`src/rtl/ocsram_guard_pkg.sv`:
```
package ocsram_guard_pkg;
  typedef enum logic [1:0] {
    SRC_NONE = 2'd0,
    SRC_CPU  = 2'd1,
    SRC_RD   = 2'd2,
    SRC_WR   = 2'd3
  } src_e;

  typedef struct packed {
    logic ro;
    logic sec;
  } pattr_t;
endpackage

```
`src/rtl/ocsram_guard_arb.sv`:
```
module ocsram_guard_arb
  import ocsram_guard_pkg::*;
(
  input  logic clk_i,
  input  logic rst_ni,
  input  logic cpu_req_i,
  input  logic rd_req_i,
  input  logic wr_req_i,
  output src_e src_o,
  output logic cpu_gnt_o,
  output logic rd_gnt_o,
  output logic wr_gnt_o
);
  logic pref_wr_q;
  src_e src_d;

  always_comb begin
    src_d = SRC_NONE;
    if (cpu_req_i)                  src_d = SRC_CPU;
    else if (rd_req_i && wr_req_i)  src_d = pref_wr_q ? SRC_WR : SRC_RD;
    else if (rd_req_i)              src_d = SRC_RD;
    else if (wr_req_i)              src_d = SRC_WR;
  end

  // pointer moves on every interconnect grant
  always_ff @(posedge clk_i or negedge rst_ni) begin
    if (!rst_ni)              pref_wr_q <= 1'b0;
    else if (src_d == SRC_RD) pref_wr_q <= 1'b1;
    else if (src_d == SRC_WR) pref_wr_q <= 1'b0;
  end

  assign src_o     = src_d;
  assign cpu_gnt_o = (src_d == SRC_CPU);
  assign rd_gnt_o  = (src_d == SRC_RD);
  assign wr_gnt_o  = (src_d == SRC_WR);

  AST_CPU_FIRST: assert property (@(posedge clk_i) disable iff (!rst_ni)
    cpu_req_i |-> cpu_gnt_o && !rd_gnt_o && !wr_gnt_o);
  AST_ONE_GNT: assert property (@(posedge clk_i) disable iff (!rst_ni)
    $countones({cpu_gnt_o, rd_gnt_o, wr_gnt_o}) <= 1);
  AST_ALT_AFTER_RD: assert property (@(posedge clk_i) disable iff (!rst_ni)
    rd_gnt_o |=> (!(rd_req_i && wr_req_i && !cpu_req_i) || wr_gnt_o));
  AST_ALT_AFTER_WR: assert property (@(posedge clk_i) disable iff (!rst_ni)
    wr_gnt_o |=> (!(rd_req_i && wr_req_i && !cpu_req_i) || rd_gnt_o));
  AST_SINGLE_IC: assert property (@(posedge clk_i) disable iff (!rst_ni)
    (!cpu_req_i && (rd_req_i ^ wr_req_i)) |-> (rd_gnt_o == rd_req_i) && (wr_gnt_o == wr_req_i));
endmodule

```
`src/rtl/ocsram_guard_attr.sv`:
```
module ocsram_guard_attr
  import ocsram_guard_pkg::*;
#(
  parameter int PAGE_NUM = 64,
  localparam int PAGE_W  = $clog2(PAGE_NUM)
) (
  input  logic              clk_i,
  input  logic              rst_ni,
  input  logic              cfg_we_i,
  input  logic [PAGE_W-1:0] cfg_page_i,
  input  pattr_t            cfg_attr_i,
  input  logic [PAGE_W-1:0] look_page_i,
  output pattr_t            look_attr_o
);
  pattr_t              tbl_q [PAGE_NUM];
  logic [PAGE_NUM-1:0] wsel;

  for (genvar p = 0; p < PAGE_NUM; p++) begin : g_sel
    assign wsel[p] = cfg_we_i && (cfg_page_i == PAGE_W'(p));
  end

  always_ff @(posedge clk_i or negedge rst_ni) begin
    if (!rst_ni) begin
      for (int p = 0; p < PAGE_NUM; p++) tbl_q[p] <= '0;
    end else begin
      for (int p = 0; p < PAGE_NUM; p++)
        if (wsel[p]) tbl_q[p] <= cfg_attr_i;
    end
  end

  assign look_attr_o = tbl_q[look_page_i];

  AST_CFG_NEXT: assert property (@(posedge clk_i) disable iff (!rst_ni)
    cfg_we_i |=> (look_page_i != $past(cfg_page_i)) || (look_attr_o == $past(cfg_attr_i)));
endmodule

```
`src/rtl/ocsram_guard_rsp.sv`:
```
module ocsram_guard_rsp
  import ocsram_guard_pkg::*;
#(
  parameter int DATA_W = 32
) (
  input  logic              clk_i,
  input  logic              rst_ni,
  input  src_e              src_i,
  input  logic              we_i,
  input  logic              sec_deny_i,
  input  logic              wp_deny_i,
  input  logic              clr_i,
  input  logic [DATA_W-1:0] sram_rdata_i,
  output logic              cpu_rsp_valid_o,
  output logic              cpu_rsp_err_o,
  output logic [DATA_W-1:0] cpu_rsp_data_o,
  output logic              ic_rsp_valid_o,
  output logic              ic_rsp_wr_o,
  output logic              ic_rsp_err_o,
  output logic [DATA_W-1:0] ic_rsp_data_o,
  output logic [1:0]        status_o,
  output logic              irq_o
);
  logic       cpu_v_q, ic_v_q, err_q, wr_q;
  logic [1:0] st_q;
  logic       data_ok;

  always_ff @(posedge clk_i or negedge rst_ni) begin
    if (!rst_ni) begin
      cpu_v_q <= 1'b0;
      ic_v_q  <= 1'b0;
      err_q   <= 1'b0;
      wr_q    <= 1'b0;
      st_q    <= '0;
    end else begin
      cpu_v_q <= (src_i == SRC_CPU);
      ic_v_q  <= (src_i == SRC_RD) || (src_i == SRC_WR);
      err_q   <= sec_deny_i || wp_deny_i;
      wr_q    <= we_i;
      // a denial in the clearing cycle still lands
      st_q[0] <= (st_q[0] && !clr_i) || sec_deny_i;
      st_q[1] <= (st_q[1] && !clr_i) || wp_deny_i;
    end
  end

  assign data_ok         = !err_q && !wr_q;
  assign cpu_rsp_valid_o = cpu_v_q;
  assign cpu_rsp_err_o   = cpu_v_q && err_q;
  assign cpu_rsp_data_o  = (cpu_v_q && data_ok) ? sram_rdata_i : '0;
  assign ic_rsp_valid_o  = ic_v_q;
  assign ic_rsp_wr_o     = ic_v_q && wr_q;
  assign ic_rsp_err_o    = ic_v_q && err_q;
  assign ic_rsp_data_o   = (ic_v_q && data_ok) ? sram_rdata_i : '0;
  assign status_o        = st_q;
  assign irq_o           = |st_q;

  AST_RSP_NEXT: assert property (@(posedge clk_i) disable iff (!rst_ni)
    (src_i != SRC_NONE) |=> (cpu_rsp_valid_o ^ ic_rsp_valid_o));
  AST_STICKY_SEC: assert property (@(posedge clk_i) disable iff (!rst_ni)
    (status_o[0] && !clr_i) |=> status_o[0]);
  AST_STICKY_WP: assert property (@(posedge clk_i) disable iff (!rst_ni)
    (status_o[1] && !clr_i) |=> status_o[1]);
  AST_ERR_ZERO: assert property (@(posedge clk_i) disable iff (!rst_ni)
    (cpu_rsp_err_o || ic_rsp_err_o) |-> (cpu_rsp_data_o == '0) && (ic_rsp_data_o == '0));
endmodule

```
`src/rtl/ocsram_guard.sv`:
```
module ocsram_guard
  import ocsram_guard_pkg::*;
#(
  parameter int  PAGE_NUM   = 64,
  parameter int  PAGE_BYTES = 4096,
  parameter int  DATA_W     = 32,
  localparam int PAGE_W     = $clog2(PAGE_NUM),
  localparam int BYTE_W     = $clog2(DATA_W / 8),
  localparam int OFF_W      = $clog2(PAGE_BYTES) - BYTE_W,
  localparam int WADDR_W    = PAGE_W + OFF_W
) (
  input  logic               clk_i,
  input  logic               rst_ni,
  input  logic               cpu_req_i,
  input  logic               cpu_we_i,
  input  logic               cpu_ns_i,
  input  logic [WADDR_W-1:0] cpu_addr_i,
  input  logic [DATA_W-1:0]  cpu_wdata_i,
  output logic               cpu_gnt_o,
  output logic               cpu_rsp_valid_o,
  output logic               cpu_rsp_err_o,
  output logic [DATA_W-1:0]  cpu_rsp_data_o,
  input  logic               ic_rd_req_i,
  input  logic               ic_rd_ns_i,
  input  logic [WADDR_W-1:0] ic_rd_addr_i,
  output logic               ic_rd_gnt_o,
  input  logic               ic_wr_req_i,
  input  logic               ic_wr_ns_i,
  input  logic [WADDR_W-1:0] ic_wr_addr_i,
  input  logic [DATA_W-1:0]  ic_wr_data_i,
  output logic               ic_wr_gnt_o,
  output logic               ic_rsp_valid_o,
  output logic               ic_rsp_wr_o,
  output logic               ic_rsp_err_o,
  output logic [DATA_W-1:0]  ic_rsp_data_o,
  input  logic               cfg_we_i,
  input  logic [PAGE_W-1:0]  cfg_page_i,
  input  logic               cfg_sec_i,
  input  logic               cfg_ro_i,
  input  logic               cfg_clr_i,
  output logic [1:0]         status_o,
  output logic               irq_o,
  output logic               sram_req_o,
  output logic               sram_we_o,
  output logic [WADDR_W-1:0] sram_addr_o,
  output logic [DATA_W-1:0]  sram_wdata_o,
  input  logic [DATA_W-1:0]  sram_rdata_i
);
  src_e               src;
  pattr_t             attr_lk, cfg_attr;
  logic [WADDR_W-1:0] acc_addr;
  logic [DATA_W-1:0]  acc_wdata;
  logic               acc_we, acc_ns, acc_vld;
  logic               sec_deny, wp_deny;

  ocsram_guard_arb u_arb (
    .clk_i     (clk_i),
    .rst_ni    (rst_ni),
    .cpu_req_i (cpu_req_i),
    .rd_req_i  (ic_rd_req_i),
    .wr_req_i  (ic_wr_req_i),
    .src_o     (src),
    .cpu_gnt_o (cpu_gnt_o),
    .rd_gnt_o  (ic_rd_gnt_o),
    .wr_gnt_o  (ic_wr_gnt_o)
  );

  always_comb begin
    acc_addr  = '0;
    acc_wdata = '0;
    acc_we    = 1'b0;
    acc_ns    = 1'b0;
    unique case (src)
      SRC_CPU: begin
        acc_addr  = cpu_addr_i;
        acc_wdata = cpu_wdata_i;
        acc_we    = cpu_we_i;
        acc_ns    = cpu_ns_i;
      end
      SRC_RD: begin
        acc_addr = ic_rd_addr_i;
        acc_ns   = ic_rd_ns_i;
      end
      SRC_WR: begin
        acc_addr  = ic_wr_addr_i;
        acc_wdata = ic_wr_data_i;
        acc_we    = 1'b1;
        acc_ns    = ic_wr_ns_i;
      end
      default: ;
    endcase
  end

  assign cfg_attr = pattr_t'{ro: cfg_ro_i, sec: cfg_sec_i};

  ocsram_guard_attr #(.PAGE_NUM(PAGE_NUM)) u_attr (
    .clk_i       (clk_i),
    .rst_ni      (rst_ni),
    .cfg_we_i    (cfg_we_i),
    .cfg_page_i  (cfg_page_i),
    .cfg_attr_i  (cfg_attr),
    .look_page_i (acc_addr[WADDR_W-1 -: PAGE_W]),
    .look_attr_o (attr_lk)
  );

  assign acc_vld  = (src != SRC_NONE);
  assign sec_deny = acc_vld && acc_ns && attr_lk.sec;
  assign wp_deny  = acc_vld && acc_we && attr_lk.ro;

  assign sram_req_o   = acc_vld && !sec_deny && !wp_deny;
  assign sram_we_o    = acc_we;
  assign sram_addr_o  = acc_addr;
  assign sram_wdata_o = acc_wdata;

  ocsram_guard_rsp #(.DATA_W(DATA_W)) u_rsp (
    .clk_i           (clk_i),
    .rst_ni          (rst_ni),
    .src_i           (src),
    .we_i            (acc_we),
    .sec_deny_i      (sec_deny),
    .wp_deny_i       (wp_deny),
    .clr_i           (cfg_clr_i),
    .sram_rdata_i    (sram_rdata_i),
    .cpu_rsp_valid_o (cpu_rsp_valid_o),
    .cpu_rsp_err_o   (cpu_rsp_err_o),
    .cpu_rsp_data_o  (cpu_rsp_data_o),
    .ic_rsp_valid_o  (ic_rsp_valid_o),
    .ic_rsp_wr_o     (ic_rsp_wr_o),
    .ic_rsp_err_o    (ic_rsp_err_o),
    .ic_rsp_data_o   (ic_rsp_data_o),
    .status_o        (status_o),
    .irq_o           (irq_o)
  );

  AST_SRAM_GNT: assert property (@(posedge clk_i) disable iff (!rst_ni)
    sram_req_o |-> (cpu_gnt_o || ic_rd_gnt_o || ic_wr_gnt_o));
  AST_DENY_ERR: assert property (@(posedge clk_i) disable iff (!rst_ni)
    ((cpu_gnt_o || ic_rd_gnt_o || ic_wr_gnt_o) && !sram_req_o) |=> (cpu_rsp_err_o || ic_rsp_err_o));
  AST_DENY_FLAG: assert property (@(posedge clk_i) disable iff (!rst_ni)
    ((cpu_gnt_o || ic_rd_gnt_o || ic_wr_gnt_o) && !sram_req_o) |=> irq_o);
  AST_RD_LAT: assert property (@(posedge clk_i) disable iff (!rst_ni)
    sram_req_o |=> (cpu_rsp_valid_o || ic_rsp_valid_o) && !cpu_rsp_err_o && !ic_rsp_err_o);
endmodule

```
`config.mk`:
```
export PLATFORM = sky130hd
export DESIGN_NAME = ocsram_guard
export DESIGN_NICKNAME = d
export VERILOG_FILES = /design/src/rtl/ocsram_guard_pkg.sv /design/src/rtl/ocsram_guard_arb.sv /design/src/rtl/ocsram_guard_attr.sv /design/src/rtl/ocsram_guard_rsp.sv /design/src/rtl/ocsram_guard.sv
export SDC_FILE = /design/constraint.sdc
export NUM_CORES = 1
export LEC_CHECK = 0
export BUFFER_PORTS_ARGS = -buffer_cell sky130_fd_sc_hd__buf_4
export CORE_MARGIN = 2
export CORE_UTILIZATION = 45
export CTS_BUF_LIST = sky130_fd_sc_hd__clkbuf_2 sky130_fd_sc_hd__clkbuf_4 sky130_fd_sc_hd__clkbuf_8
export CTS_CLUSTER_DIAMETER = 150
export DETAILED_ROUTE_END_ITERATION = 12
export HOLD_SLACK_MARGIN = 0.08
export PLACE_DENSITY_LB_ADDON = 0.15
export SLEW_MARGIN = 25
export SYNTH_ARGS = -nofsm -noshare
export SYNTH_HDL_FRONTEND = slang
export SYNTH_SLANG_ARGS = --single-unit
```
`constraint.sdc`:
```
create_clock -name clk_i -period 2.3 [get_ports clk_i]
set_input_delay 0 -clock clk_i [delete_from_list [all_inputs] [get_ports clk_i]]
set_output_delay 0 -clock clk_i [all_outputs]
set_load 0.005 [all_outputs]
```
Yosys cells after proc, flatten, opt, wreduce, memory -nomap -nowiden
Index checks and enable logic that the tools add are counted.
{"block": "word_totals", "output_inout_bits": 125, "inputBits": 163, "reg_bits": 135}
{"block": "classes", "bitwise_logic": 1, "eq_ne": 66, "n_reduce_logical": 92, "magnitude_cmp": 1, "muxes": 16}
{"cell": "6-bit == test (second input constant)", "n": 32}
{"cell": "6-bit by 5-bit == test with 1-bit output (second input constant)", "n": 16}
{"cell": "1-bit logical AND", "n": 79}
{"cell": "32-bit 2-to-1 mux", "n": 2}
{"cell": "32-bit case mux with 2 select lines", "n": 1}
{"cell": "6-bit by 4-bit == test with 1-bit output (second input constant)", "n": 8}
{"cell": "16-bit case mux with 3 select lines", "n": 1}
{"cell": "6-bit by 3-bit == test with 1-bit output (second input constant)", "n": 4}
{"cell": "2-bit binary-select mux with 6-bit select", "n": 1}
{"cell": "6-bit by 2-bit == test with 1-bit output (second input constant)", "n": 2}
{"cell": "2-bit 2-to-1 mux", "n": 6}
{"cell": "7-bit greater-or-equal comparator (second input constant)", "n": 1}
{"cell": "6-bit inverter with 7-bit output", "n": 1}
{"cell": "6-bit by 1-bit == test with 1-bit output (second input constant)", "n": 1}
{"cell": "6-bit logical NOT", "n": 1}
{"cell": "1-bit logical NOT", "n": 5}
{"cell": "2-bit == test (second input constant)", "n": 2}
{"cell": "1-bit logical OR", "n": 4}
{"cell": "2-bit nonzero test", "n": 2}
{"cell": "1-bit 2-to-1 mux", "n": 3}
{"cell": "1-bit case mux with 3 select lines", "n": 1}
{"cell": "2-bit by 1-bit == test with 1-bit output (second input constant)", "n": 1}
{"cell": "1-bit case mux with 2 select lines", "n": 1}
{"cell": "2-bit OR reduction", "n": 1}

Logic depth before layout (Yosys ltp)
Gate-level depths: netlist of run 1.
{"block": "logic_depth", "word_depth": 14, "ltp_mapped": 14, "depth_no_buf": 10}

Hierarchy
A second synthesis of run 1 with hierarchy kept.
{"block": "unflattened", "cells_unflattened": 671, "area_unflattened_um2": 8016.4}
{"mod": "ocsram_guard_attr", "instances": 1, "seq_area_each_um2": 3203.1, "area_each_um2": 6190.9, "cells_per_inst": 444}
{"mod": "ocsram_guard", "instances": 1, "seq_area_each_um2": 0.0, "area_each_um2": 1023.5, "cells_per_inst": 124}
{"mod": "ocsram_guard_rsp", "instances": 1, "seq_area_each_um2": 150.1, "area_each_um2": 705.7, "cells_per_inst": 91}
{"mod": "ocsram_guard_arb", "instances": 1, "seq_area_each_um2": 25.0, "area_each_um2": 96.3, "cells_per_inst": 12}

Least setup slack after synthesis of run 1
No wires, ideal clock.
{"block": "synth_timing", "path_kind": "register to register", "from": "register u_arb.pref_wr_q", "to": "register u_rsp.err_q", "arrival_time_ps": 2440, "setup_slack_ps": -288, "required_ps": 2152, "path_buffers": 2, "path_stages_with_launch": 12, "synth_period_minus_slack_ps": 2588, "setup_ps": 148, "path_cell_list": "dfrtp_1 nand2b_1 buf_6 a221o_1 nand2_2 inv_2 buf_6 a21oi_1 a21oi_1 o41a_1 a2111oi_4 o32ai_2"}
{"block": "synth_between", "elab_chain_cells": 11, "elab_cells_between_ends": 19}
{"item": "start: declaration", "line_no": "ocsram_guard_arb.sv:14", "rtl": "logic pref_wr_q;"}
{"item": "start signal: assignment", "line_no": "ocsram_guard_arb.sv:27", "rtl": "if (!rst_ni) pref_wr_q <= 1'b0;"}
{"item": "start signal: assignment", "line_no": "ocsram_guard_arb.sv:28", "rtl": "else if (src_d == SRC_RD) pref_wr_q <= 1'b1;"}
{"item": "start signal: assignment", "line_no": "ocsram_guard_arb.sv:29", "rtl": "else if (src_d == SRC_WR) pref_wr_q <= 1'b0;"}
{"item": "1-bit 2-to-1 mux *", "line_no": "ocsram_guard_arb.sv:20", "rtl": "else if (rd_req_i && wr_req_i) src_d = pref_wr_q ? SRC_WR : SRC_RD;"}
{"item": "2-bit 2-to-1 mux *", "line_no": "ocsram_guard_arb.sv:20"}
{"item": "2-bit 2-to-1 mux *", "line_no": "ocsram_guard_arb.sv:19", "rtl": "if (cpu_req_i) src_d = SRC_CPU;"}
{"item": "2-bit == test or 2-bit by 1-bit == test with 1-bit output (tied branches)", "line_no": "ocsram_guard.sv:73", "rtl": "unique case (src)"}
{"item": "16-bit case mux with 3 select lines", "line_no": "ocsram_guard.sv:73"}
{"item": "6-bit inverter with 7-bit output (not written as such)", "line_no": "ocsram_guard_attr.sv:31", "rtl": "assign look_attr_o = tbl_q[look_page_i];"}
{"item": "2-bit binary-select mux with 6-bit select", "line_no": "ocsram_guard_attr.sv:31"}
{"item": "2-bit 2-to-1 mux (not written as such) (2 in a row)", "line_no": "ocsram_guard_attr.sv:31"}
{"item": "1-bit logical AND, on equally long branches", "line_no": "ocsram_guard.sv:107, ocsram_guard.sv:108"}
{"item": "1-bit logical OR *", "line_no": "ocsram_guard_rsp.sv:38", "rtl": "err_q <= sec_deny_i || wp_deny_i;"}
{"item": "end signal: assignment", "line_no": "ocsram_guard_rsp.sv:38"}
{"item": "end: declaration", "line_no": "ocsram_guard_rsp.sv:24", "rtl": "logic cpu_v_q, ic_v_q, err_q, wr_q;"}
Every way passes the cells marked *; elsewhere a longest branch is shown, timed or not. The select of a mux whose other input is x is not followed.
A chain may end at the register's enable or synchronous reset.

Final worst setup path of run 1
{"block": "layout_timing", "from": "register u_arb.pref_wr_q", "to": "output sram_req_o"}
{"block": "layout_between", "elab_chain_cells": 13, "elab_cells_between_ends": 22}
{"item": "1-bit 2-to-1 mux *", "line_no": "ocsram_guard_arb.sv:20"}
{"item": "2-bit 2-to-1 mux *", "line_no": "ocsram_guard_arb.sv:20"}
{"item": "2-bit 2-to-1 mux *", "line_no": "ocsram_guard_arb.sv:19"}
{"item": "2-bit == test or 2-bit by 1-bit == test with 1-bit output (tied branches)", "line_no": "ocsram_guard.sv:73"}
{"item": "16-bit case mux with 3 select lines", "line_no": "ocsram_guard.sv:73"}
{"item": "6-bit inverter with 7-bit output (not written as such)", "line_no": "ocsram_guard_attr.sv:31"}
{"item": "2-bit binary-select mux with 6-bit select", "line_no": "ocsram_guard_attr.sv:31"}
{"item": "2-bit 2-to-1 mux (not written as such) (2 in a row)", "line_no": "ocsram_guard_attr.sv:31"}
{"item": "1-bit logical AND", "line_no": "ocsram_guard.sv:107", "rtl": "assign sec_deny = acc_vld && acc_ns && attr_lk.sec;"}
{"item": "1-bit logical NOT", "line_no": "ocsram_guard.sv:110", "rtl": "assign sram_req_o = acc_vld && !sec_deny && !wp_deny;"}
{"item": "1-bit logical AND", "line_no": "ocsram_guard.sv:110"}
{"item": "1-bit logical AND *", "line_no": "ocsram_guard.sv:110"}
{"item": "end: declaration", "line_no": "ocsram_guard.sv:43", "rtl": "output logic sram_req_o,"}
Marks and branches as above.

==> results of run 1 <==
-- synthesized netlist by cell type (4+ instances only) --
cell	n
nand3_1	15
nor4_1	4
dfrtp_1	135
or2_2	5
mux2i_1	7
a22o_1	32
a211oi_1	5
and3_1	5
a221oi_1	4
buf_6	4
a31oi_1	5
nand2b_1	9
a222oi_1	11
inv_1	22
nor2_1	35
a32o_1	4
nand2_1	86
and2_1	70
nor3_1	14
mux2_2	131
mux4_2	11
clkbuf_1	34
a2111oi_0	6
buf_1	7
o21ai_0	7
a21oi_1	17
buf_2	12
-- cell families after synthesis --
kind of cell	after synthesis	share of synthesized area, %
flip-flops	135	42.3
buffers and inverters	84	4.64
multiplexers	149	22.4
AO/OA/AOI/OAI	130	13.9
AND/OR/NAND/NOR	264	16.8
-- per-layer routing --
layer,global-route usage [%],vias to the layer above,wire length (um)
li1,-,3491,-
met1,46.2,3842,13000
met2,50.7,388,14600
met3,7.69,57,2980
met4,9.79,4,728
met5,2.78,-,61
-- where the power goes --
part	switching, mW	internal, mW	total (mW)
combinational	0.989	1.20	2.19
sequential	0.233	2.69	2.92
clock	1.04	1.32	2.36
-- sequential cells by signal, summed over array words and instances, names as in the netlist --
register,cells
u_attr.tbl_q,128
u_rsp.status_o,2
u_arb.pref_wr_q,1
u_rsp.cpu_rsp_valid_o,1
u_rsp.err_q,1
u_rsp.ic_rsp_valid_o,1
u_rsp.wr_q,1
-- path summary, 6_finish.rpt --
kind / start / to / slack, ns / cells past startpoint
setup / recovery: u_arb.pref_wr_q$_DFFE_PN0P_ / sram_req_o / -0.87 / 12
hold / removal: rst_ni / u_attr.tbl_q[118]$_DFFE_PN0P_ / 0.08 / 2
setup reg to reg: u_arb.pref_wr_q$_DFFE_PN0P_ / u_rsp.err_q$_DFF_PN0_ / -0.41 / 11
hold reg to reg: u_attr.tbl_q[55]$_DFFE_PN0P_ / u_attr.tbl_q[55]$_DFFE_PN0P_ / 0.51 / 1
max in group asynchronous: rst_ni / u_attr.tbl_q[85]$_DFFE_PN0P_ / 1.48 / 3
min in group clk_i: ic_wr_req_i / u_arb.pref_wr_q$_DFFE_PN0P_ / 0.12 / 5
-- cell type report --
cell class | instances | area share, %
multi-input combinational | 543 | 38.1
sequential | 135 | 28.1
timing repair buffer | 399 | 26.7
tap | 225 | 2.34
clock inverter | 15 | 1.99
clock buffer | 17 | 1.95
inverter | 25 | 0.844
-- what timing repair did --
item / CTS / global route
hold endpoints to repair: 173 / 0
setup buffers: 12 / 2
hold buffers: 13 / 0
pin swaps: 9 / 8
gates resized for setup: 33 / 33
setup endpoints to repair: 11 / 6
gates cloned: 2 / 1
-- per-stage QoR --
| stage | instances | util (%) | hold slack [ns] | power, mW | instance area [sq um] |
|---|---|---|---|---|---|
| finish | 1359 | 69.2 | 0.0816 | 7.47 | 12000 |
| CTS | 1356 | 68.1 | 0.0829 | 7.39 | 11800 |
| global route | 1359 | 69.2 | 0.131 | 7.77 | 12000 |
| floorplan | 762 | - | -0.296 | 3.84 | 8080 |
| detailed placement | 1298 | 62.9 | 0.0343 | 4.91 | 10900 |
| global placement | 1298 | 62.9 | 0.0238 | 4.88 | 10900 |
-- critical path, stage by stage, from the launching register on --
cell and delay [ns]:
dfrtp_1 0.41, a21boi_2 0.20, a221o_1 0.24, nand2_2 0.09, inv_2 0.22, buf_4 0.23, mux4_2 0.30, nor2b_1 0.16
nor4_2 0.31, buf_4 0.19, o32ai_4 0.10, a21oi_2 0.12, buf_4 0.13
==> metrics.md, run 1 <==
| Metric | Value |
|---|---|
| Status | `finished, violations left` |
| Failing checks | `setup timing` |
| Post-synth cell types | `66` |
| Avg Synthesized Cell Area | `10.5 sq um` |
| Core box area | `17,400 sq um` |
| Drt wl/cell | `23.1 um` |
| Most common cell after layout, fill and taps aside | `buf_4` |
| Lkg Pwr | `5.81 nW` |
| Die width | `137 um` |
| Multi-input logic area | `4570 sq um` |
| Vias | `7,782` |
| 1st-pass router iterations | `6` |
| Vias in the first global route | `7,644` |
| Row count | `48` |
| Ys async rst share | `100%` |
| Critical path arrival | `3.17 ns` |
| Setup WS pre-CTS | `-0.574 ns` |
| Ranking of synthesized cells by area | `dfrtp_1 (42%), mux2_2 (18%), and2_1 (5.5%), nand2_1 (4.0%), a22o_1 (3.5%)` |
| CTS clk-pin slew, worst paths | `0.09 ns` |
| Crit path kind | `register to output pin` |
| Post-Syn Nets | `925` |
| EDFF count, synth | `0` |
| Clock Tree Root | `clkbuf_8` |
| Maximum Capacitance Violations | `0` |
| Tcrit/Tclk final | `138%` |
| Final HPWL DP | `23,500 um` |
| GRT Residual Overflow | `0` |
| Hold Crit Class | `input pin to asynchronous set/reset pin` |
| Total GRT Usage | `32.9%` |
| Worst Setup Slack, final | `-0.868 ns` |
| Setup violators final | `4` |
| Area Overhead vs Synth | `50.4%` |
| Cell count after synthesis | `762` |
| Largest net degree at the start of global routing | `65` |
| Endpoint class of the critical path | `output pin` |
| Die ar. | `18,800 sq um` |
| Share of the synthesized area in the top cell type | `42.3%` |
| Antenna viol nets, final | `0` |
| Crit path max fanout | `9` |
| Cell Area, Synth | `7990 sq um` |
| Layout Skew | `0.00946 ns` |
| Worst slew margin | `53.6%` |
| Initial antenna violation count | `1` |
| Synth Flop Type | `dfrtp_1` |
| Maximum achievable frequency | `0.316 GHz` |
| Final wirelength | `31,400 um` |
| Starting DRT DRC Count | `670` |
| CTS sink cnt | `135` |
| Routability congestion estimate | `0.917` |
| Number of warning messages in the yosys log | `0` |
| Fin Setup TNS | `-1.99 ns` |
| Startpoint Class | `register` |
| Ant. Diodes | `0` |
| Hold Vio Cnt, Final | `0` |
| Layout cell share with drive strength beyond 1 | `55.0%` |
| Initial Utilization | `46.0%` |
| Final Critical Period | `3.17 ns` |
| Clock Path Buffers | `2` |
| Pwr Density | `622 nW/um^2` |
| RSZ-0062 raised after global routing | `yes` |
| Clock buffer count from CTS | `17` |
| Io pins | `288` |
| Number of port buffers | `287` |
| CTS H-tree depth | `4` |
| Die Span Y | `137 um` |
| Dominant cell type by area after synthesis | `dfrtp_1` |
| Clock Latency Late Sink | `0.47 ns` |
| First-pass GRT wire length | `45,800 um` |
| Max IR drop VDD | `0.461 mV` |
| Most frequent cells in the layout | `buf_4 (368), dfrtp_1 (135), mux2_2 (130)` |
| FF+latch area | `3380 sq um` |
| Critical path required time | `2.30 ns` |
| Worst Max-Slew Pin Slew | `0.691 ns` |
| Remaining DRCs | `0` |
| Slew Limit Fails | `0` |
| #FFs+latches synth | `135` |
| Sequential fraction of the synthesis area | `42.3%` |
| Post-DR vias/cell | `5.73` |
| Nets | `1,284` |
| FILL cells | `1,369` |
| CTS tree | `yes` |
Power figures use the tool's default switching activity.
==> run 2, diff against run 1 <==
- ABC_AREA: not set -> 1
- CORE_MARGIN: 2 -> 4
==> run 2 against run 1 <==
Effect of this change: the run still ends with setup timing left; count of clock-buffer cells in the layout increased by 7; hold slack improved by 0.011 ns; worst setup slack improved by 0.55 ns; via count increased by 16%; design area decreased by 5.7%.
==> metrics.md, run 2 <==
| Metric | Value |
|---|---|
| Ys async rst share | `100%` |
| Slew Limit Fails | `0` |
| Maximum Capacitance Violations | `0` |
| Final HPWL DP | `23,200 um` |
| Cell Area, Synth | `7620 sq um` |
| GRT Residual Overflow | `0` |
| CTS sink cnt | `135` |
| Crit path kind | `register to output pin` |
| Status | `finished, violations left` |
| Initial antenna violation count | `0` |
| Cell count after synthesis | `1,055` |
| Clock Latency Late Sink | `0.47 ns` |
| Synth Flop Type | `dfrtp_1` |
| Cell breakdown of the critical path | `inv_2 -> nand2_4 -> nand4_1 -> buf_6 -> buf_6 -> nand4_1 -> nand3_2 -> nand3_2 -> nand3_1 -> nand3_1 -> nand3_1 -> nand3_2 -> inv_2 -> nor2_4 -> buf_6` |
| Final Critical Period | `2.62 ns` |
| Most common cell after layout, fill and taps aside | `buf_4` |
| Placed instance area | `10,100 sq um` |
| Remaining DRCs | `0` |
| Die ar. | `19,100 sq um` |
| Layout cell share with drive strength beyond 1 | `33.7%` |
| Crit-path slowest cell | `dfrtp_1` |
| Clock buffer count from CTS | `17` |
| Vias in the first global route | `8,021` |
| Startpoint Class | `register` |
| Io pins | `288` |
| Endpoint class of the critical path | `output pin` |
| Number of port buffers | `287` |
| #FFs+latches synth | `135` |
| Most numerous cell in the Yosys netlist | `nand2_1` |
| Ant. Diodes | `0` |
| Pwr Total | `6.80 mW` |
| CTS tree | `yes` |
| Setup WS pre-CTS | `0.102 ns` |
| Failing checks | `setup timing` |
| Worst Setup Slack, final | `-0.323 ns` |
| Nets | `1,520` |
| Die width | `138 um` |
| Dominant cell type by area after synthesis | `dfrtp_1` |
| Routability congestion estimate | `0.980` |
| Area Overhead vs Synth | `48.7%` |
| Pwr Density | `600 nW/um^2` |
| Critical path required time | `2.30 ns` |
| Crit path max fanout | `32` |
| 1st-pass router iterations | `6` |
| Number of warning messages in the yosys log | `0` |
| CTS H-tree depth | `4` |
| CTS clk-pin slew, worst paths | `0.08 ns` |
| Largest net degree at the start of global routing | `65` |
| Most frequent cells in the layout | `buf_4 (312), nand2_1 (303), dfrtp_1 (135)` |
| Post-synth top cells | `nand2_1 (317), nand3_1 (139), dfrtp_1 (135)` |
| Dominant delay contributor by cell family on the critical path | `simple AND/OR/NAND/NOR gates` |
| Drt wl/cell | `20.8 um` |
| First-pass GRT wire length | `47,600 um` |
| Row count | `47` |
| EDFF count, synth | `0` |
| Sequential fraction of the synthesis area | `44.3%` |
| Initial Utilization | `46.0%` |
| Avg Synthesized Cell Area | `7.23 sq um` |
| CP max stage delay | `0.38 ns` |
| Hold Crit Class | `input pin to asynchronous set/reset pin` |
| Largest register FFs | `128` |
| Clock Tree Root | `clkbuf_8` |
| Worst slew margin | `43.8%` |
| Lkg Pwr | `5.61 nW` |
| Antenna viol nets, final | `0` |
| Worst Max-Slew Pin Slew | `0.837 ns` |
| Final wirelength | `33,000 um` |
| Ranking of synthesized cells by area | `dfrtp_1 (44%), nand2_1 (16%), nand3_1 (9.1%), o21ai_0 (8.3%), nand4_1 (5.3%)` |
| Setup violators final | `1` |
| Maximum achievable frequency | `0.381 GHz` |
| Max IR drop VDD | `0.653 mV` |
| Vias | `9,046` |
| Starting DRT DRC Count | `1,251` |
| Total GRT Usage | `31.8%` |
| Clock Path Buffers | `2` |
| Post-synth cell types | `27` |
| Core box area | `16,600 sq um` |
| Critical path arrival | `2.62 ns` |
| RSZ-0062 raised after global routing | `yes` |
| Die Span Y | `138 um` |
| Post-DR vias/cell | `5.69` |
| FILL cells | `1,380` |
| Post-Syn Nets | `1,218` |
| Hold Vio Cnt, Final | `0` |
| Layout Skew | `0.0104 ns` |
| Largest Register | `u_attr.tbl_q` |
| Post-layout instance area | `11,300 sq um` |
| Share of the synthesized area in the top cell type | `44.3%` |
| WP buf/inv | `5` |
| Tcrit/Tclk final | `114%` |
-- run 2: changes by cell type in the layout (fill, tap and decap cells not counted), sizes merged, moves of 12 or more --
cell	delta
mux2	-131
clkbuf	+12
nand3	+127
nor2	+57
a21oi	-15
o21ai	+120
nand2	+231
inv	+26
buf	-49
nand4	+62
and2	-70
-- run 2: routing by layer --
layer	GRT usage [%]	vias to the layer above	part of all wire, %	wire length [um]
li1	-	4158	-	-
met1	46.4	4207	42	13800
met2	46.4	605	44	14400
met3	9.15	76	11	3790
met4	9.36	0	2.9	949
met5	0	-	0	0
-- run 2: final cells by class --
type                    instances  area [sq um]  share of cell area [%]
repair buffers                355          3020                    26.7
flip-flops and latches        135          3380                    29.8
clock inverters                 8          47.5                   0.419
well taps                     220           275                    2.43
inverters                      58           225                    1.99
multi-input cells             790          4070                    35.9
clock buffers                  24           312                    2.75
-- run 2: cells by family after synthesis --
kind of cell	Yosys count	share of synthesized area [%]
AO/OA/AOI/OAI	165	12.5
buffers and inverters	130	7.35
flip-flops	135	44.3
AND/OR/NAND/NOR	625	35.8
-- run 2: power breakdown --
| group | internal, mW | switching, mW | leakage (nW) |
|---|---|---|---|
| Clock | 0.884 | 0.916 | 0.185 |
| Combinational | 0.977 | 1.11 | 3.63 |
| Sequential | 2.69 | 0.228 | 1.79 |
| Total | 4.55 | 2.25 | 5.61 |
-- run 2: worst paths after layout --
check	startpoint	endpoint	slack, ns	cells after the start
setup / recovery	u_arb.pref_wr_q$_DFFE_PN0P_	sram_req_o	-0.32	15
hold / removal	rst_ni	u_attr.tbl_q[26]$_DFFE_PN0P_	0.09	3
min in group clk_i	cfg_page_i[5]	u_attr.tbl_q[105]$_DFFE_PN0P_	0.13	5
hold reg to reg	u_attr.tbl_q[115]$_DFFE_PN0P_	u_attr.tbl_q[115]$_DFFE_PN0P_	0.49	2
setup reg to reg	u_arb.pref_wr_q$_DFFE_PN0P_	u_rsp.status_o[1]$_DFF_PN0_	0.10	14
max in group asynchronous	rst_ni	u_attr.tbl_q[8]$_DFFE_PN0P_	1.92	3
-- run 2: what timing repair did --
action,4_1_cts,5_1_grt
buffers inserted,5,8
endpoints found under the setup margin,1,1
pin swaps,2,36
endpoints found under the hold margin,145,0
hold buffers,15,0
cloned,1,7
resized for setup,17,77
-- run 2: through the flow --
stage,hold slack [ns],std cells,utilization [%],setup TNS (ns)
2_1_floorplan,-0.296,1055,-,0
3_3_place_gp,-0.0287,1522,60.8,0
3_5_place_dp,-0.0279,1522,60.8,0
4_1_cts,0.0854,1575,64.9,-0.263
5_1_grt,0.129,1590,68.3,-0.430
6_report,0.0924,1590,68.3,-0.323
-- run 2: worst register-to-register path, stage by stage, from the launching register on --
cell	delay, ns
dfrtp_1	0.38
inv_2	0.08
nand2_4	0.08
nand4_1	0.10
buf_6	0.14
buf_6	0.29
nand4_1	0.17
nand3_2	0.11
nand3_2	0.09
nand3_1	0.13
nand3_1	0.10
nand3_1	0.10
nand3_2	0.13
buf_4	0.16
o21ai_1	0.06
==> run 3, diff against run 2 <==
- CTS_BUF_LIST: sky130_fd_sc_hd__clkbuf_2 sky130_fd_sc_hd__clkbuf_4 sky130_fd_sc_hd__clkbuf_8 -> not set
==> run 3 against run 2 <==
Effect of this change: the flow still finishes with violations (setup timing); register-to-register slack better by 0.02 ns; hold slack worse by 0.0040 ns; sequential cell count unchanged; cell count down 0.38%; largest cell class unchanged; highest routed layer unchanged.
==> metrics.md, run 3 (same netlist as run 2, synthesis figures left out) <==
| Metric | Value |
|---|---|
| Status | `finished, violations left` |
| Failing checks | `setup timing` |
| Nets | `1,514` |
| First-pass GRT wire length | `49,300 um` |
| Ant. Diodes | `0` |
| Worst Max-Slew Pin Slew | `0.846 ns` |
| Antenna viol nets, final | `0` |
| Max IR drop VDD | `0.511 mV` |
| Vias | `9,005` |
| GRT Residual Overflow | `0` |
| Io pins | `288` |
| Critical path required time | `2.30 ns` |
| Most numerous cell on the critical path | `nand3_2` |
| Crit path kind | `register to output pin` |
| Drt wl/cell | `20.7 um` |
| Row count | `47` |
| CTS clk-pin slew, worst paths | `0.06 ns` |
| Post-DR vias/cell | `5.68` |
| Dominant delay contributor by cell family on the critical path | `simple AND/OR/NAND/NOR gates` |
| Hold Crit Class | `input pin to asynchronous set/reset pin` |
| Clock buffer count from CTS | `17` |
| Setup violators final | `1` |
| Initial Utilization | `46.0%` |
| Vias in the first global route | `8,425` |
| CP max stage delay | `0.34 ns` |
| Clock Tree Root | `clkbuf_16` |
| Final wirelength | `32,900 um` |
| RSZ-0062 raised after global routing | `yes` |
| Die Span Y | `138 um` |
| Layout cell share with drive strength beyond 1 | `34.2%` |
| Largest net degree at the start of global routing | `65` |
| Die ar. | `19,100 sq um` |
| CTS sink cnt | `135` |
| Starting DRT DRC Count | `1,546` |
| Final HPWL DP | `23,200 um` |
| Endpoint class of the critical path | `output pin` |
| Largest register FFs | `128` |
| Maximum Capacitance Violations | `0` |
| Placed instance count | `1,522` |
| Core box area | `16,600 sq um` |
| 1st-pass router iterations | `6` |
| Slew Limit Fails | `0` |
| Final hold slack | `0.0884 ns` |
| CTS tree | `yes` |
| CTS H-tree depth | `4` |
| Crit-path slowest cell | `dfrtp_1` |
| Layout Skew | `0.00492 ns` |
| Most frequent cells in the layout | `buf_4 (313), nand2_1 (295), dfrtp_1 (135)` |
| Hold Vio Cnt, Final | `0` |
| Reg2reg end | `u_rsp.status_o[1]$_DFF_PN0_` |
| Filler-free cell count of the finished design | `1,584` |
| Pwr Density | `652 nW/um^2` |
| Maximum achievable frequency | `0.389 GHz` |
| Worst Setup Slack, final | `-0.272 ns` |
| Largest Register | `u_attr.tbl_q` |
| Critical path arrival | `2.57 ns` |
| Worst R2R Start | `u_arb.pref_wr_q$_DFFE_PN0P_` |
| Cell breakdown of the critical path | `inv_2 -> nand2_4 -> nand2_4 -> buf_12 -> nand3_4 -> nand3_4 -> buf_12 -> buf_8 -> nand2_1 -> nand3_1 -> nand3_2 -> nand3_2 -> nand3_2 -> nand3_1 -> nand3_2 -> inv_2 -> nor2_4 -> buf_6` |
| Pwr Total | `7.46 mW` |
| Worst slew margin | `43.2%` |
| Number of port buffers | `287` |
| Total GRT Usage | `32.8%` |
| Startpoint Class | `register` |
| Crit path max fanout | `8` |
| Most common cell after layout, fill and taps aside | `buf_4` |
| Tcrit/Tclk final | `112%` |
| R2R cell count | `17` |
| FILL cells | `1,354` |
| WP buf/inv | `6` |
| Setup slack, reg-to-reg | `0.12 ns` |
| Lkg Pwr | `5.67 nW` |
| Final Critical Period | `2.57 ns` |
| Clock Path Buffers | `2` |
| Remaining DRCs | `0` |
| Routability congestion estimate | `0.980` |
| Initial antenna violation count | `0` |
| Area Overhead vs Synth | `50.1%` |
| Die width | `138 um` |
| Clock Latency Late Sink | `0.42 ns` |
==> run 3: changes by cell type in the layout (fill, tap and decap cells not counted), sizes merged <==
cell         delta
dlygate4sd3     -4
bufbuf          +1
clkbuf          -3
==> run 3: final cells by class <==
type | instances | area (sq um) | share of cell area, %
multi-input combinational | 790 | 4070 | 35.6
tap | 220 | 275 | 2.41
clock inverter | 8 | 47.5 | 0.416
sequential | 135 | 3380 | 29.5
clock buffer | 24 | 492 | 4.30
inverter | 58 | 225 | 1.97
timing repair buffer | 349 | 2960 | 25.8
==> run 3: stage by stage <==
step           util (%)  TNS [ns]  setup slack, ns  instance area (sq um)
2_1_floorplan         -         0            0.557                   7620
3_3_place_gp       60.8         0            0.169                  10100
3_5_place_dp       60.8         0            0.102                  10100
4_1_cts            67.6    -0.228           -0.228                  11200
5_1_grt            69.0    -0.380           -0.380                  11400
6_report           69.0    -0.272           -0.272                  11400
==> run 3: where the power goes <==
group	switching [mW]	internal, mW	leakage [nW]
combinational	1.10	0.963	3.62
sequential	0.235	2.69	1.79
clock	0.995	1.48	0.262
==> run 3: worst max path at each step <==
stage	start	cells past startpoint	to	slack, ns
3_5_place_dp	u_arb.pref_wr_q$_DFFE_PN0P_	17	sram_req_o	0.10
6_report	u_arb.pref_wr_q$_DFFE_PN0P_	18	sram_req_o	-0.27
2_1_floorplan	u_arb.pref_wr_q$_DFFE_PN0P_	16	u_rsp.status_o[1]$_DFF_PN0_	0.56
3_3_place_gp	u_arb.pref_wr_q$_DFFE_PN0P_	17	sram_req_o	0.17
5_1_grt	u_arb.pref_wr_q$_DFFE_PN0P_	18	sram_req_o	-0.38
4_1_cts	u_arb.pref_wr_q$_DFFE_PN0P_	20	sram_req_o	-0.23
==> run 3: metal layers <==
layer / GRT usage [%] / up-vias / wire, um
li1: - / 4142 / -
met1: 46.1 / 4213 / 14000
met2: 48.4 / 574 / 14500
met3: 10.5 / 76 / 3400
met4: 10.7 / 0 / 953
met5: 0 / - / 0
==> run 3: what timing repair did <==
action,CTS,global route
hold buffers,10,0
cloned,4,3
setup endpoints to repair,1,3
resized for setup,55,45
pin swaps,27,26
endpoints found under the hold margin,145,0
buffers inserted,13,2
